File: src/rtl/sdp_pkg.sv
package sdp_pkg;

    typedef enum logic [1:0] {
        ST_COLLECT  = 2'd0,
        ST_DECIDE   = 2'd1,
        ST_WAIT_LOW = 2'd2
    } sdp_state_t;

endpackage

File: src/rtl/sdp_sync.sv
module sdp_sync #(
    parameter int LINES = 3
) (
    input  logic             clk,
    input  logic             rst_n,
    input  logic [LINES-1:0] d_async,
    output logic [LINES-1:0] d_sync
);

    // Two-flop synchroniser, one chain per line.
    for (genvar g = 0; g < LINES; g++) begin : g_line
        logic meta_q;
        logic sync_q;

        always_ff @(posedge clk or negedge rst_n) begin
            if (!rst_n) begin
                meta_q <= 1'b0;
                sync_q <= 1'b0;
            end else begin
                meta_q <= d_async[g];
                sync_q <= meta_q;
            end
        end

        assign d_sync[g] = sync_q;
    end

endmodule

File: src/rtl/sdp_shifter.sv
module sdp_shifter #(
    parameter int WORD_W = 19,
    parameter int CNT_W  = 5
) (
    input  logic              clk,
    input  logic              rst_n,
    input  logic              shift_en,
    input  logic              bit_in,
    input  logic              cnt_clr,
    output logic [WORD_W-1:0] word,
    output logic              full
);

    localparam logic [CNT_W-1:0] CNT_FULL = CNT_W'(WORD_W);

    logic [CNT_W-1:0] cnt_q;

    always_ff @(posedge clk or negedge rst_n) begin
        if (!rst_n) begin
            word <= '0;
        end else if (shift_en) begin
            word <= {word[WORD_W-2:0], bit_in};
        end
    end

    // The bit count saturates, so a long word keeps its last WORD_W bits.
    always_ff @(posedge clk or negedge rst_n) begin
        if (!rst_n) begin
            cnt_q <= '0;
        end else if (cnt_clr) begin
            cnt_q <= '0;
        end else if (shift_en && (cnt_q != CNT_FULL)) begin
            cnt_q <= cnt_q + 1'b1;
        end
    end

    assign full = (cnt_q == CNT_FULL);

endmodule

File: src/rtl/sdp_fsm.sv
module sdp_fsm
    import sdp_pkg::*;
#(
    parameter int A_W    = 7,
    parameter int B_W    = 11,
    parameter int CTL_W  = 4,
    parameter int R_W    = 14,
    parameter int R_MIN  = 3,
    parameter int WORD_W = A_W + B_W + 1
) (
    input  logic              clk,
    input  logic              rst_n,
    input  logic              le_rise,
    input  logic              le_lvl,
    input  logic [WORD_W-1:0] word,
    input  logic              full,
    output sdp_state_t        state,
    output logic [A_W-1:0]    a_q,
    output logic [B_W-1:0]    b_q,
    output logic [CTL_W-1:0]  ctl_q,
    output logic [R_W-1:0]    r_q,
    output logic              n_stb,
    output logic              r_stb,
    output logic              ferr_q
);

    localparam logic [R_W-1:0] R_FLOOR = R_W'(R_MIN);

    sdp_state_t state_d;

    // Word fields; bit 0 is the latch select.
    logic             sel_ref;
    logic [A_W-1:0]   w_a;
    logic [B_W-1:0]   w_b;
    logic [CTL_W-1:0] w_ctl;
    logic [R_W-1:0]   w_r;

    assign sel_ref = word[0];
    assign w_a     = word[A_W:1];
    assign w_b     = word[A_W+B_W:A_W+1];
    assign w_r     = word[R_W:1];
    assign w_ctl   = word[R_W+CTL_W:R_W+1];

    // State register.
    always_ff @(posedge clk or negedge rst_n) begin
        if (!rst_n) begin
            state <= ST_COLLECT;
        end else begin
            state <= state_d;
        end
    end

    // Next-state logic.
    always_comb begin
        state_d = state;
        unique case (state)
            ST_COLLECT:  if (le_rise) state_d = ST_DECIDE;
            ST_DECIDE:   state_d = ST_WAIT_LOW;
            ST_WAIT_LOW: if (!le_lvl) state_d = ST_COLLECT;
            default:     state_d = ST_COLLECT;
        endcase
    end

    // Outputs and latches.
    always_ff @(posedge clk or negedge rst_n) begin
        if (!rst_n) begin
            a_q    <= '0;
            b_q    <= '0;
            ctl_q  <= '0;
            r_q    <= R_FLOOR;
            n_stb  <= 1'b0;
            r_stb  <= 1'b0;
            ferr_q <= 1'b0;
        end else begin
            n_stb <= 1'b0;
            r_stb <= 1'b0;
            unique case (state)
                ST_DECIDE: begin
                    if (!full) begin
                        ferr_q <= 1'b1;
                    end else if (!sel_ref) begin
                        a_q    <= w_a;
                        b_q    <= w_b;
                        n_stb  <= 1'b1;
                        ferr_q <= 1'b0;
                    end else if (w_r >= R_FLOOR) begin
                        ctl_q  <= w_ctl;
                        r_q    <= w_r;
                        r_stb  <= 1'b1;
                        ferr_q <= 1'b0;
                    end
                end
                ST_COLLECT, ST_WAIT_LOW: begin
                end
                default: begin
                end
            endcase
        end
    end

endmodule

File: src/rtl/serial_div_prog.sv
module serial_div_prog
    import sdp_pkg::*;
#(
    parameter int A_W   = 7,
    parameter int B_W   = 11,
    parameter int CTL_W = 4,
    parameter int R_W   = 14,
    parameter int R_MIN = 3
) (
    input  logic           sys_clk,
    input  logic           rst_n,
    input  logic           ser_clk,
    input  logic           ser_dat,
    input  logic           ser_le,
    output logic [A_W-1:0] div_a,
    output logic [B_W-1:0] div_b,
    output logic [R_W-1:0] ref_div,
    output logic           ctl_cs,
    output logic           ctl_lds,
    output logic           ctl_fc,
    output logic           ctl_sw,
    output logic           n_upd,
    output logic           r_upd,
    output logic           frame_err
);

    localparam int WORD_W = A_W + B_W + 1;
    localparam int CNT_W  = $clog2(WORD_W + 1);

    logic [2:0]        pins_sync;
    logic              clk_s;
    logic              dat_s;
    logic              le_s;
    logic              clk_prev_q;
    logic              le_prev_q;
    logic              clk_rise;
    logic              le_rise;
    logic              shift_en;
    logic              cnt_clr;
    logic [WORD_W-1:0] word;
    logic              full;
    logic [CTL_W-1:0]  ctl_q;
    sdp_state_t        state;

    sdp_sync #(.LINES(3)) u_sync (
        .clk     (sys_clk),
        .rst_n   (rst_n),
        .d_async ({ser_le, ser_dat, ser_clk}),
        .d_sync  (pins_sync)
    );

    assign clk_s = pins_sync[0];
    assign dat_s = pins_sync[1];
    assign le_s  = pins_sync[2];

    always_ff @(posedge sys_clk or negedge rst_n) begin
        if (!rst_n) begin
            clk_prev_q <= 1'b0;
            le_prev_q  <= 1'b0;
        end else begin
            clk_prev_q <= clk_s;
            le_prev_q  <= le_s;
        end
    end

    assign clk_rise = clk_s & ~clk_prev_q;
    assign le_rise  = le_s & ~le_prev_q;
    assign shift_en = (state == ST_COLLECT) && clk_rise && !le_s;
    assign cnt_clr  = (state == ST_DECIDE);

    sdp_shifter #(.WORD_W(WORD_W), .CNT_W(CNT_W)) u_shift (
        .clk      (sys_clk),
        .rst_n    (rst_n),
        .shift_en (shift_en),
        .bit_in   (dat_s),
        .cnt_clr  (cnt_clr),
        .word     (word),
        .full     (full)
    );

    sdp_fsm #(
        .A_W    (A_W),
        .B_W    (B_W),
        .CTL_W  (CTL_W),
        .R_W    (R_W),
        .R_MIN  (R_MIN),
        .WORD_W (WORD_W)
    ) u_fsm (
        .clk     (sys_clk),
        .rst_n   (rst_n),
        .le_rise (le_rise),
        .le_lvl  (le_s),
        .word    (word),
        .full    (full),
        .state   (state),
        .a_q     (div_a),
        .b_q     (div_b),
        .ctl_q   (ctl_q),
        .r_q     (ref_div),
        .n_stb   (n_upd),
        .r_stb   (r_upd),
        .ferr_q  (frame_err)
    );

    assign ctl_cs  = ctl_q[CTL_W-1];
    assign ctl_lds = ctl_q[CTL_W-2];
    assign ctl_fc  = ctl_q[CTL_W-3];
    assign ctl_sw  = ctl_q[CTL_W-4];

endmodule

File: config.mk
export PLATFORM = sky130hd
export DESIGN_NAME = serial_div_prog
export DESIGN_NICKNAME = d
export VERILOG_FILES = /design/src/rtl/sdp_pkg.sv /design/src/rtl/sdp_sync.sv /design/src/rtl/sdp_shifter.sv /design/src/rtl/sdp_fsm.sv /design/src/rtl/serial_div_prog.sv
export SDC_FILE = /design/constraint.sdc
export NUM_CORES = 1
export LEC_CHECK = 0
export ABC_AREA = 1
export BUFFER_PORTS_ARGS = -buffer_cell sky130_fd_sc_hd__buf_4
export CAP_MARGIN = 20
export CELL_PAD_IN_SITES_DETAIL_PLACEMENT = 0
export CELL_PAD_IN_SITES_GLOBAL_PLACEMENT = 1
export CORE_UTILIZATION = 45
export CTS_BUF_LIST = sky130_fd_sc_hd__clkbuf_2 sky130_fd_sc_hd__clkbuf_4 sky130_fd_sc_hd__clkbuf_8
export DETAILED_ROUTE_END_ITERATION = 10
export GPL_ROUTABILITY_DRIVEN = 1
export PLACE_DENSITY_LB_ADDON = 0.1
export RECOVER_POWER = 50
export SLEW_MARGIN = 20
export SYNTH_ARGS = -nofsm -noshare
export SYNTH_HDL_FRONTEND = slang
export SYNTH_SLANG_ARGS = --single-unit
File: constraint.sdc
create_clock -name sys_clk -period 2 [get_ports sys_clk]
set_input_delay 0.1 -clock sys_clk [delete_from_list [all_inputs] [get_ports sys_clk]]
set_output_delay 0.1 -clock sys_clk [all_outputs]
set_load 0.005 [all_outputs]
* Yosys cells after proc, flatten, opt, wreduce, memory -nomap -nowiden *
Cells that the tools add are included.

storage, ports and cells
  memories = 0
  logic and storage cells = 57
  memory bits (read-only) = 0
  flip-flop bits (word level) = 73
  input bits = 5
  RAM bits = 0
  bits in latches = 0

operators by class
  $lt $le $gt $ge = 1
  multiplexer cells = 15
  eq/ne operators = 7
  reduce and logical (&&, ||, !) cells = 10
  div/mod/pow operators = 0
  shift-type cells = 0
  bitwise operators = 5
  add/sub/neg operators = 1
  $mul = 0

operators with widths
  kind                                                                 number
  greater-or-equal comparator 14 x 2 -> 1 bit (second input constant)  1
  two-way mux 1 bit                                                    10
  two-way mux 5 bit                                                    2
  one-hot mux 2 bit (3 select lines)                                   1
  adder 5 x 1 -> 5 bit (second input constant)                         1
  equality test 5 bit (second input constant)                          1
  inequality test 5 bit (second input constant)                        1
  two-way mux 2 bit                                                    2
  inequality test 2 bit (second input constant)                        2
  AND reduction 2 bit                                                  2
  AND reduction 4 bit                                                  1
  logical AND 1 bit                                                    3
  inequality test 3 bit (second input constant)                        1
  inverter 1 bit                                                       3
  AND reduction 3 bit                                                  1
  AND 1 bit                                                            2
  equality test 2 x 1 -> 1 bit (second input constant)                 1
  equality test 2 bit (second input constant)                          1
  logical NOT 2 bit                                                    1
  nonzero test 2 bit                                                   1
  logical NOT 1 bit                                                    1

* Longest topological paths before layout *
Gate-level depths: netlist of the first run.

  word-level depth = 7
  mapped depth = 9
  depth with buffers taken out = 8

* Modules after synthesis *
Synthesis of the first run repeated with hierarchy kept, for this count alone.

second synthesis, totals
  cell total of the unflattened synthesis = 302
  area, all modules = 2992.9 um^2

by module, submodules not included
  module           cells an instance  times used  area an instance (um^2)  sequential area each (um^2)
  sdp_fsm          172                1           1742.9                   1028.5
  sdp_shifter      109                1           987.2                    600.6
  sdp_sync         9                  1           172.7                    150.1
  serial_div_prog  12                 1           90.1                     50.0

* Worst setup path after synthesis of the first run *
Ideal clock, no wire load.

  path type = reg-to-reg
  from = reg u_shift.cnt_q[0]
  to = reg u_fsm.r_q[10]
  stages on the path, launching flop included = 10
  arrival time = 1.292 ns
  setup time = 0.117 ns
  setup slack = 0.591 ns
  buffers on the path = 1
  cell sequence = dfrtp_1 > ha_1 > nand2_1 > inv_1 > nand2_4 > nor2_8 > nand3_4 > buf_6 > nand2_1 > nand2_1

between the ends
  cells in the longest elaborated chain, start to end = 2

RTL lines
  element                               RTL line           source
  from (decl)                           sdp_shifter.sv:16  logic [CNT_W-1:0] cnt_q;
  from (signal assigned)                sdp_shifter.sv:33  cnt_q <= cnt_q + 1'b1;
  equality test 5 bit                   sdp_shifter.sv:37  assign full = (cnt_q == CNT_FULL);
  AND reduction 4 bit (no source line)  -
  to (signal assigned)                  sdp_fsm.sv:88      r_q <= w_r;
  to (decl)                             sdp_fsm.sv:21      output logic [R_W-1:0] r_q,

No other way between the ends.
A chain may end at the register's enable or synchronous reset.

* Worst setup path after layout of the first run *
  from = reg u_fsm.state[1]
  to = reg u_fsm.b_q[5]

between the ends
  cells in the longest elaborated chain, start to end = 2

RTL lines
  element                               RTL line       source
  from (decl)                           sdp_fsm.sv:17  output sdp_state_t state,
  from (signal assigned)                sdp_fsm.sv:49  state <= state_d;
  equality test 2 x 1 -> 1 bit          sdp_fsm.sv:77  unique case (state)
  AND reduction 3 bit (no source line)  -
  to (signal assigned)                  sdp_fsm.sv:83  b_q <= w_b;
  to (decl)                             sdp_fsm.sv:19  output logic [B_W-1:0] b_q,

No other way between the ends.

==> results of run 1 <==
through the flow:
stage               hold slack [ps]  total power (W)  instance area (um^2)  setup slack, ps  utilization, %
floorplan                      -196          0.00198                  2920              591               -
global placement                149          0.00208                  3340              466            52.9
detailed placement              153          0.00209                  3340              427            52.9
CTS                             330          0.00348                  3620              406            57.4
global route                    359          0.00361                  3610              159            57.1
finish                          351          0.00343                  3610              318            57.1
metal layers:
metal / track usage (%) / part of all wire [%] / wire length (um)
met5: 0 / 0 / 0
met2: 26.2 / 42 / 2300
met1: 27.1 / 52 / 2840
met4: 7.76 / 1.5 / 80
met3: 3.74 / 4.5 / 244
power by group:
| group | switching, W | internal (W) |
|---|---|---|
| sequential | 0.0000856 | 0.00156 |
| clock | 0.000550 | 0.000828 |
| combinational | 0.000280 | 0.000133 |
| total | 0.000916 | 0.00252 |
critical path, cell delays in order, from the launching register on:
cell and delay [ps]:
dfrtp_1 390, inv_2 60, nand2_1 240, inv_4 240, nand2_4 110, nor2_4 190
buf_12 190, nor2_1 60, a21oi_1 120
flip-flops by register name (all words and copies together), names as in the netlist:
signal	count
le_prev_q	1
u_fsm.b_q	11
u_shift.cnt_q	5
u_fsm.state	2
u_sync.g_line.sync_q	3
u_fsm.ferr_q	1
clk_prev_q	1
u_fsm.r_stb	1
u_fsm.ctl_q	4
u_fsm.r_q	14
u_fsm.n_stb	1
u_sync.g_line.meta_q	3
u_shift.word	19
u_fsm.a_q	7
how the worst max path moves through the flow:
stage / start / to / slack [ps] / cells past startpoint
floorplan: u_shift.cnt_q[0]$_DFFE_PN0P_ / u_fsm.r_q[10]$_DFFE_PN0P_ / 590 / 9
global placement: u_shift.cnt_q[0]$_DFFE_PN0P_ / u_fsm.r_q[9]$_DFFE_PN0P_ / 470 / 8
detailed placement: u_shift.cnt_q[0]$_DFFE_PN0P_ / u_fsm.r_q[12]$_DFFE_PN0P_ / 430 / 8
CTS: u_shift.cnt_q[0]$_DFFE_PN0P_ / u_fsm.r_q[8]$_DFFE_PN0P_ / 410 / 8
global route: u_fsm.state[1]$_DFFE_PN0P_ / u_fsm.a_q[6]$_DFFE_PN0P_ / 160 / 8
finish: u_fsm.state[1]$_DFFE_PN0P_ / u_fsm.b_q[5]$_DFFE_PN0P_ / 320 / 8
cell families after synthesis:
kind of cell | after synthesis | share of synthesized area [%]
flops | 73 | 62.6
compound gates | 32 | 5.48
fa+ha+maj | 1 | 0.428
xor+xnor | 3 | 0.899
buf+inv | 33 | 5.43
simple gates | 160 | 25.2
Yosys cell counts (all sizes together), types with 2 or more instances:
library cell,n
nor2,23
clkbuf,3
dfrtp,71
nand4,20
a21oi,11
buf,10
nand3,11
dfstp,2
xor2,3
nand2,104
inv,20
o21ai,21
final cells by class:
cell class | instances | share of cell area, %
Multi-Input combinational cell | 196 | 25.9
Timing Repair Buffer | 54 | 11.8
Clock inverter | 7 | 3.30
Tap cell | 77 | 2.67
Inverter | 20 | 2.15
Sequential cell | 73 | 50.7
Clock buffer | 9 | 3.44
==> flow_summary.toml, run 1 <==
[worst_hold_path]
whs_endpoint = "u_sync.g_line[2].sync_q$_DFF_PN0_"
hold_path_startpoint = "u_sync.g_line[2].meta_q$_DFF_PN0_"
min_path_type = "flop to flop"
worstHoldPathCells = 0

[logic_synthesis]
syn_avg_cell_area_um2 = 9.68
synth_area_leaders = "dfrtp_1, nand2_1, nand4_1, o21ai_0, nor2_1"
netlist.area_leader.share_pct = 60.8
synth_edf_count = 0
yosysSeqAreaShare_pct = 62.6
synth.net_count = 308
ys.flop_type = "dfrtp_1"
postSynth.asyncResetShare_pct = 100
yosysTopAreaCell = "dfrtp_1"
yosys_warnings = 0
ys_ff_latch = 73
synthCells = 302
synth.distinct_cells = 25
synthesis.area_um2 = 2920

[placed_design]
dp_cells = 416
place.gp.congestion = 0.720
io_buffers = 43
hpwl_um = 3770

[sta]
drv_slew = 0
finalCriticalPeriod_ps = 1680
rsz0062_at_grt = "no"
worst_pin_slew_ps = 1160
fmax_ghz = 0.595
setup_viol = 0
relSlewSlack_pct = 22.6
skew_ps = 12.2
fin_crit_sh_pct = 84.1
hold_viol_final = 0
setup_tns_ps = 0

[detailed_routing]
remaining_drc_errors = 0
vias_per_cell = 4.92
routed-via-count = 2143
routed_wl_um = 5460
firstDrtPassIters = 4
wl_per_cell_um = 12.5
drt_iter0_drc = 94
antenna_left = 0

[grt]
grt_pass1_wl_um = 9270
antenna_found_initial = 0
grt_max_degree = 48
gr-total-overflow = 0
grt_pass1_vias = 1924
track_usage_pct = 18.4

[cts]
post_cts_buffers = 0
cts_tree = "done"
root_buffer = "clkbuf_8"
ctsResizeCount = 0
clk_latency_ps = 340
cts_hold_buf = 4
clkTransAtPathRegs_ps = 80
clockBufferDepth = 2
htree_levels = 3
numCtsBuffers = 9
clock-sinks = 73

[critical_path]
reg2reg_from = "u_fsm.state[1]$_DFFE_PN0P_"
r2r_end = "u_fsm.b_q[5]$_DFFE_PN0P_"
cp-end-kind = "flop"
critPathKind = "flop to flop"
critical_path_arrival_ps = 1950
path_max_fanout = 25
worstSetupStartpointType = "flop"
r2r_slack_ps = 320
required_ps = 2270
worstRegToRegCells = 8

[job]
drv_cap = 0

[final_layout]
finalNetCount = 360
seqCellArea_um2 = 1830
multi_input_area_um2 = 933
layout-drive-gt1-share_pct = 20.9
final_cell_mix = "nand2_1, dfrtp_1, clkbuf_4, o21ai_0"
area_growth_pct = 23.3
fin_cells = 436
final.fill_count = 596
num_antenna_cells = 0
final_common_cell = "nand2_1"

[die]
initial_core_util_pct = 46.3
die_area_um2 = 6820
die_w_um = 82.6
io_pins = 44
core.rowCount = 29
dieHeight_um = 82.6
core_um2 = 6310

[pwr]
leakage_nw = 1.92
power_density_nw_per_um2 = 952
irDropWorstVdd_mv = 0.550

[status]
status = "completed"
Power figures use the tool's default switching activity.
==> inputs of run 2 (changes only) <==
CORE_UTILIZATION = 41   (was 45)
clock period = 1.35 ns   (was 2 ns; I/O delays follow)
==> flow_summary.toml, run 2 (synthesized netlist as in run 1, its figures left out) <==
[status]
status = "finished, violations left"
violations = "setup timing"

[placed_design]
dpl_cell_area_um2 = 3590
dp_cells = 462
place.gp.congestion = 0.761
io_buffers = 43
hpwl_um = 4270

[final_layout]
finalNetCount = 398
layout-drive-gt1-share_pct = 32.3
num_antenna_cells = 0
final_design_area_no_fill_um2 = 4020
reg.largest.list = "u_shift.word (19), u_fsm.r_q (14), u_fsm.b_q (11)"
area_growth_pct = 37.3
regMostFlops = "u_shift.word"
fin_cells = 492
final_common_cell = "nand2_1"
final_cell_mix = "nand2_1, dfrtp_1, buf_4, o21ai_0, nand4_1"
largest_register_ffs = 19

[grt]
met2_usage_pct = 27.7
grt_pass1_vias = 2200
grt_util_met3_pct = 3.24
grt_pass1_wl_um = 10700
grt-busiest-layer = "met2"
grt_max_degree = 32
antenna_found_initial = 0
gr-total-overflow = 0
met1_usage_pct = 27.2
track_usage_pct = 18.8

[sta]
fin_crit_sh_pct = 101
skew_ps = 7.49
drv_slew = 0
layout_setup_ws_ps = -16.2
fmax_ghz = 0.732
relSlewSlack_pct = 60.5
rsz0062_at_grt = "yes"
finalCriticalPeriod_ps = 1370
worst_pin_slew_ps = 593
setup_viol = 4
hold_viol_final = 0
setup_tns_ps = -39.9

[critical_path]
worstRegToRegCells = 8
required_ps = 1630
reg2reg_from = "u_shift.cnt_q[1]$_DFFE_PN0P_"
critPathKind = "flop to flop"
cp-end-kind = "flop"
r2r_end = "u_fsm.r_q[8]$_DFFE_PN0P_"
critical_path_arrival_ps = 1650
path_max_fanout = 7
worstSetupStartpointType = "flop"
r2r_slack_ps = -20

[cts]
htree_levels = 3
clockBufferDepth = 2
clk_latency_ps = 340
clkTransAtPathRegs_ps = 70
clock-sinks = 73
numCtsBuffers = 9
root_buffer = "clkbuf_8"
cts_tree = "done"

[pwr]
switchingPower_w = 0.00152
seqPwrFrac_pct = 42.8
leakage_nw = 2.14
internal_power_w = 0.00400
irDropWorstVdd_mv = 0.982
power_density_nw_per_um2 = 1380
total_power_w = 0.00553
p_clk_share_pct = 31.4
p_sw_share_pct = 27.6
p_comb_share_pct = 25.8

[detailed_routing]
vias_per_cell = 4.76
drt_iter0_drc = 90
wl_per_cell_um = 13.4
remaining_drc_errors = 0
antenna_left = 0
routed-via-count = 2340
firstDrtPassIters = 4
routed_wl_um = 6570

[die]
die_area_um2 = 7470
initial_core_util_pct = 42.8
io_pins = 44
dieHeight_um = 86.5
core_um2 = 6830
die_w_um = 86.5
core.rowCount = 30

[job]
drv_cap = 0

[worst_hold_path]
min_path_type = "input port to asynchronous set/reset pin"
==> run 2: changes by cell type in the layout (fill, tap and decap cells not counted), sizes merged <==
cell	previous run	this run
inv	20	19
clkinv	2	1
bufinv	3	1
nand3	11	13
clkinvlp	2	1
buf	14	78
clkbuf	45	21
==> run 2: area by class of cell <==
type / count / area, um^2
inverter: 20 / 80.1
fill: 644 / 2820
multi-input combinational: 198 / 1000
timing repair buffer: 90 / 777
clock buffer: 13 / 166
tap: 96 / 120
clock inverter: 2 / 37.5
sequential: 73 / 1830
==> run 2: how the worst max path moves through the flow <==
stage | from | endpoint | cells after the start
after floorplan | u_shift.cnt_q[0]$_DFFE_PN0P_ | u_fsm.r_q[10]$_DFFE_PN0P_ | 9
after global placement | u_fsm.state[1]$_DFFE_PN0P_ | u_shift.cnt_q[3]$_DFFE_PN0P_ | 7
after detailed placement | u_shift.cnt_q[0]$_DFFE_PN0P_ | u_fsm.r_q[4]$_DFFE_PN0P_ | 8
after CTS | u_shift.cnt_q[0]$_DFFE_PN0P_ | u_fsm.r_q[4]$_DFFE_PN0P_ | 8
after global routing | u_shift.cnt_q[1]$_DFFE_PN0P_ | u_fsm.b_q[1]$_DFFE_PN0P_ | 8
final | u_shift.cnt_q[1]$_DFFE_PN0P_ | u_fsm.r_q[8]$_DFFE_PN0P_ | 8
==> run 2: per-layer routing <==
layer / wire, um / up-vias
li1: - / 1160
met1: 3300 / 1123
met2: 2910 / 47
met3: 247 / 10
met4: 108 / 0
met5: 0 / -
==> run 2: power by group through the flow <==
stage | Sequential, W | Combinational [W] | Clock (W)
floorplan | 0.00243 | 0.000507 | 0
global placement | 0.00240 | 0.000929 | 0
detailed placement | 0.00241 | 0.000937 | 0
CTS | 0.00237 | 0.00101 | 0.00178
global route | 0.00238 | 0.00153 | 0.00188
finish | 0.00237 | 0.00143 | 0.00174
==> run 2: worst max-delay path, stage by stage, from the launching register on <==
cell	delay, ps
dfrtp_1	350
ha_2	190
nand2_2	50
inv_2	60
nand2_4	80
nor2_8	190
buf_2	180
nand4_1	110
nand2_1	80
==> run 2: metrics by stage <==
| step | setup slack (ps) | util, % | hold WS (ps) |
|---|---|---|---|
| after global placement | 8.11 | 52.6 | -4.72 |
| after CTS | 2.12 | 56.8 | 186 |
| final | -16.2 | 58.8 | 264 |
| after global routing | -119 | 58.8 | 327 |
| after detailed placement | -22.7 | 52.6 | -0.762 |
| after floorplan | -37.7 | - | -228 |
==> run 2: timing repair <==
item,4_1_cts,5_1_grt
pin swaps,2,9
buffers inserted,2,4
endpoints found under the setup margin,21,58
hold buffers,4,0
gates cloned,1,4
resized for setup,4,16
endpoints found under the hold margin,55,0
==> inputs of run 3 (changes only) <==
PLACE_DENSITY = 0.77   (was unset)
PLACE_DENSITY_LB_ADDON = unset   (was 0.1)
SKIP_CTS_REPAIR_TIMING = 1   (was unset)
==> flow_summary.toml, run 3 (synthesized netlist as in run 1, its figures left out) <==
[status]
status = "finished, violations left"
violations = "setup timing"

[detailed_routing]
vias_per_cell = 4.73
antenna_left = 0
wl_per_cell_um = 13.3
firstDrtPassIters = 4
routed_wl_um = 6590
routed-via-count = 2342
drt_iter0_drc = 89
remaining_drc_errors = 0

[placed_design]
place.gp.congestion = 0.743
dp_cells = 458
io_buffers = 43
hpwl_um = 4160

[sta]
relSlewSlack_pct = 43.3
hold_viol_final = 0
setup_viol = 33
drv_slew = 0
worst_pin_slew_ps = 851
fmax_ghz = 0.703
layout_setup_ws_ps = -73.0
setup_tns_ps = -930
rsz0062_at_grt = "yes"
finalCriticalPeriod_ps = 1420
skew_ps = 7.05
fin_crit_sh_pct = 105

[pwr]
p_sw_share_pct = 29.1
power_density_nw_per_um2 = 1260
leakage_nw = 2.15
seqPwrFrac_pct = 46.5
irDropWorstVdd_mv = 0.715
total_power_w = 0.00510
p_clk_share_pct = 31.0
switchingPower_w = 0.00149
internal_power_w = 0.00362
p_comb_share_pct = 22.5

[grt]
track_usage_pct = 17.8
grt_pass1_vias = 2041
gr-total-overflow = 0
antenna_found_initial = 0
grt_max_degree = 42
grt_pass1_wl_um = 9810

[cts]
root_buffer = "clkbuf_8"
clkTransAtPathRegs_ps = 70
htree_levels = 3
clk_latency_ps = 350
numCtsBuffers = 9
clock-sinks = 73
clockBufferDepth = 2
cts_tree = "done"

[final_layout]
area_growth_pct = 38.9
layout-drive-gt1-share_pct = 36.1
final_cell_mix = "nand2_1, dfrtp_1, buf_4, o21ai_0, nand4_1"
finalNetCount = 400
reg.largest.list = "u_shift.word (19), u_fsm.r_q (14), u_fsm.b_q (11)"
final_common_cell = "nand2_1"
fin_cells = 495
largest_register_ffs = 19
num_antenna_cells = 0
regMostFlops = "u_shift.word"

[critical_path]
worstSetupStartpointType = "flop"
path_max_fanout = 5
required_ps = 1630
critPathKind = "flop to flop"
critical_path_arrival_ps = 1700
cp-end-kind = "flop"

[die]
initial_core_util_pct = 42.8
core_um2 = 6830
die_w_um = 86.5
die_area_um2 = 7470
dieHeight_um = 86.5
io_pins = 44
core.rowCount = 30

[worst_hold_path]
min_path_type = "input port to asynchronous set/reset pin"

[job]
drv_cap = 0
-- run 3: cell count changes in the layout (fill, tap and decap cells not counted), moves of 2 or more --
cell,before,now
a21oi_1,10,5
a21oi_2,1,6
nand2_1,96,92
buf_6,4,7
clkinv_2,0,3
nand2_2,5,8
nor2_4,2,5
buf_12,4,2
buf_2,1,3
nor2_1,15,13
-- run 3: critical path: stages, from the launching register on --
cell       delay [ps]
dfrtp_1           370
ha_2              190
nand2_2            50
inv_2              60
nand2_4            80
nor2_4            240
clkbuf_16         220
nor2_4             40
a21oi_2           100
-- run 3: worst paths after layout --
check | from | endpoint | slack (ps) | cells after the start
setup / recovery | u_shift.cnt_q[1]$_DFFE_PN0P_ | u_fsm.b_q[4]$_DFFE_PN0P_ | -70 | 8
hold / removal | rst_n | u_fsm.b_q[9]$_DFFE_PN0P_ | 350 | 2
setup reg to reg | u_shift.cnt_q[1]$_DFFE_PN0P_ | u_fsm.b_q[4]$_DFFE_PN0P_ | -70 | 8
hold reg to reg | u_sync.g_line[2].meta_q$_DFF_PN0_ | u_sync.g_line[2].sync_q$_DFF_PN0_ | 350 | 0
max in group asynchronous | rst_n | u_shift.word[8]$_DFFE_PN0P_ | 210 | 3
min in group sys_clk | u_sync.g_line[2].meta_q$_DFF_PN0_ | u_sync.g_line[2].sync_q$_DFF_PN0_ | 350 | 0
-- run 3: through the flow --
| step | setup WS [ps] | util, % | hold slack (ps) | instance area (um^2) |
|---|---|---|---|---|
| floorplan | -37.7 | - | -228 | 2930 |
| global placement | 31.1 | 52.0 | 40.5 | 3550 |
| detailed placement | -10.0 | 52.0 | 44.4 | 3550 |
| finish | -73.0 | 59.5 | 348 | 4060 |
| CTS | -18.3 | 54.6 | -338 | 3730 |
| global route | -137 | 59.5 | 353 | 4060 |
-- run 3: layer usage --
metal | share of wire [%] | track usage (%) | wire, um | vias up
li1 | - | - | - | 1170
met3 | 3.6 | 3.81 | 240 | 14
met1 | 48 | 25.9 | 3190 | 1103
met5 | 0 | 0 | 0 | -
met2 | 46 | 24.5 | 3000 | 55
met4 | 2.4 | 10.5 | 157 | 0
-- run 3: area by class of cell --
| cell class | instances | area, um^2 |
|---|---|---|
| repair buffers | 92 | 785 |
| inverters | 20 | 80.1 |
| clock inverters | 3 | 15.0 |
| clock buffers | 13 | 166 |
| flip-flops and latches | 73 | 1830 |
| fillers | 618 | 2770 |
| multi-input cells | 198 | 1070 |
| well taps | 96 | 120 |
-- run 3: power by group through the flow --
stage	logic, W	clock network, W	registers [W]
global placement	0.000846	0	0.00241
detailed placement	0.000857	0	0.00242
global route	0.00126	0.00170	0.00239
finish	0.00115	0.00158	0.00238
CTS	0.000858	0.00162	0.00237
floorplan	0.000507	0	0.00243
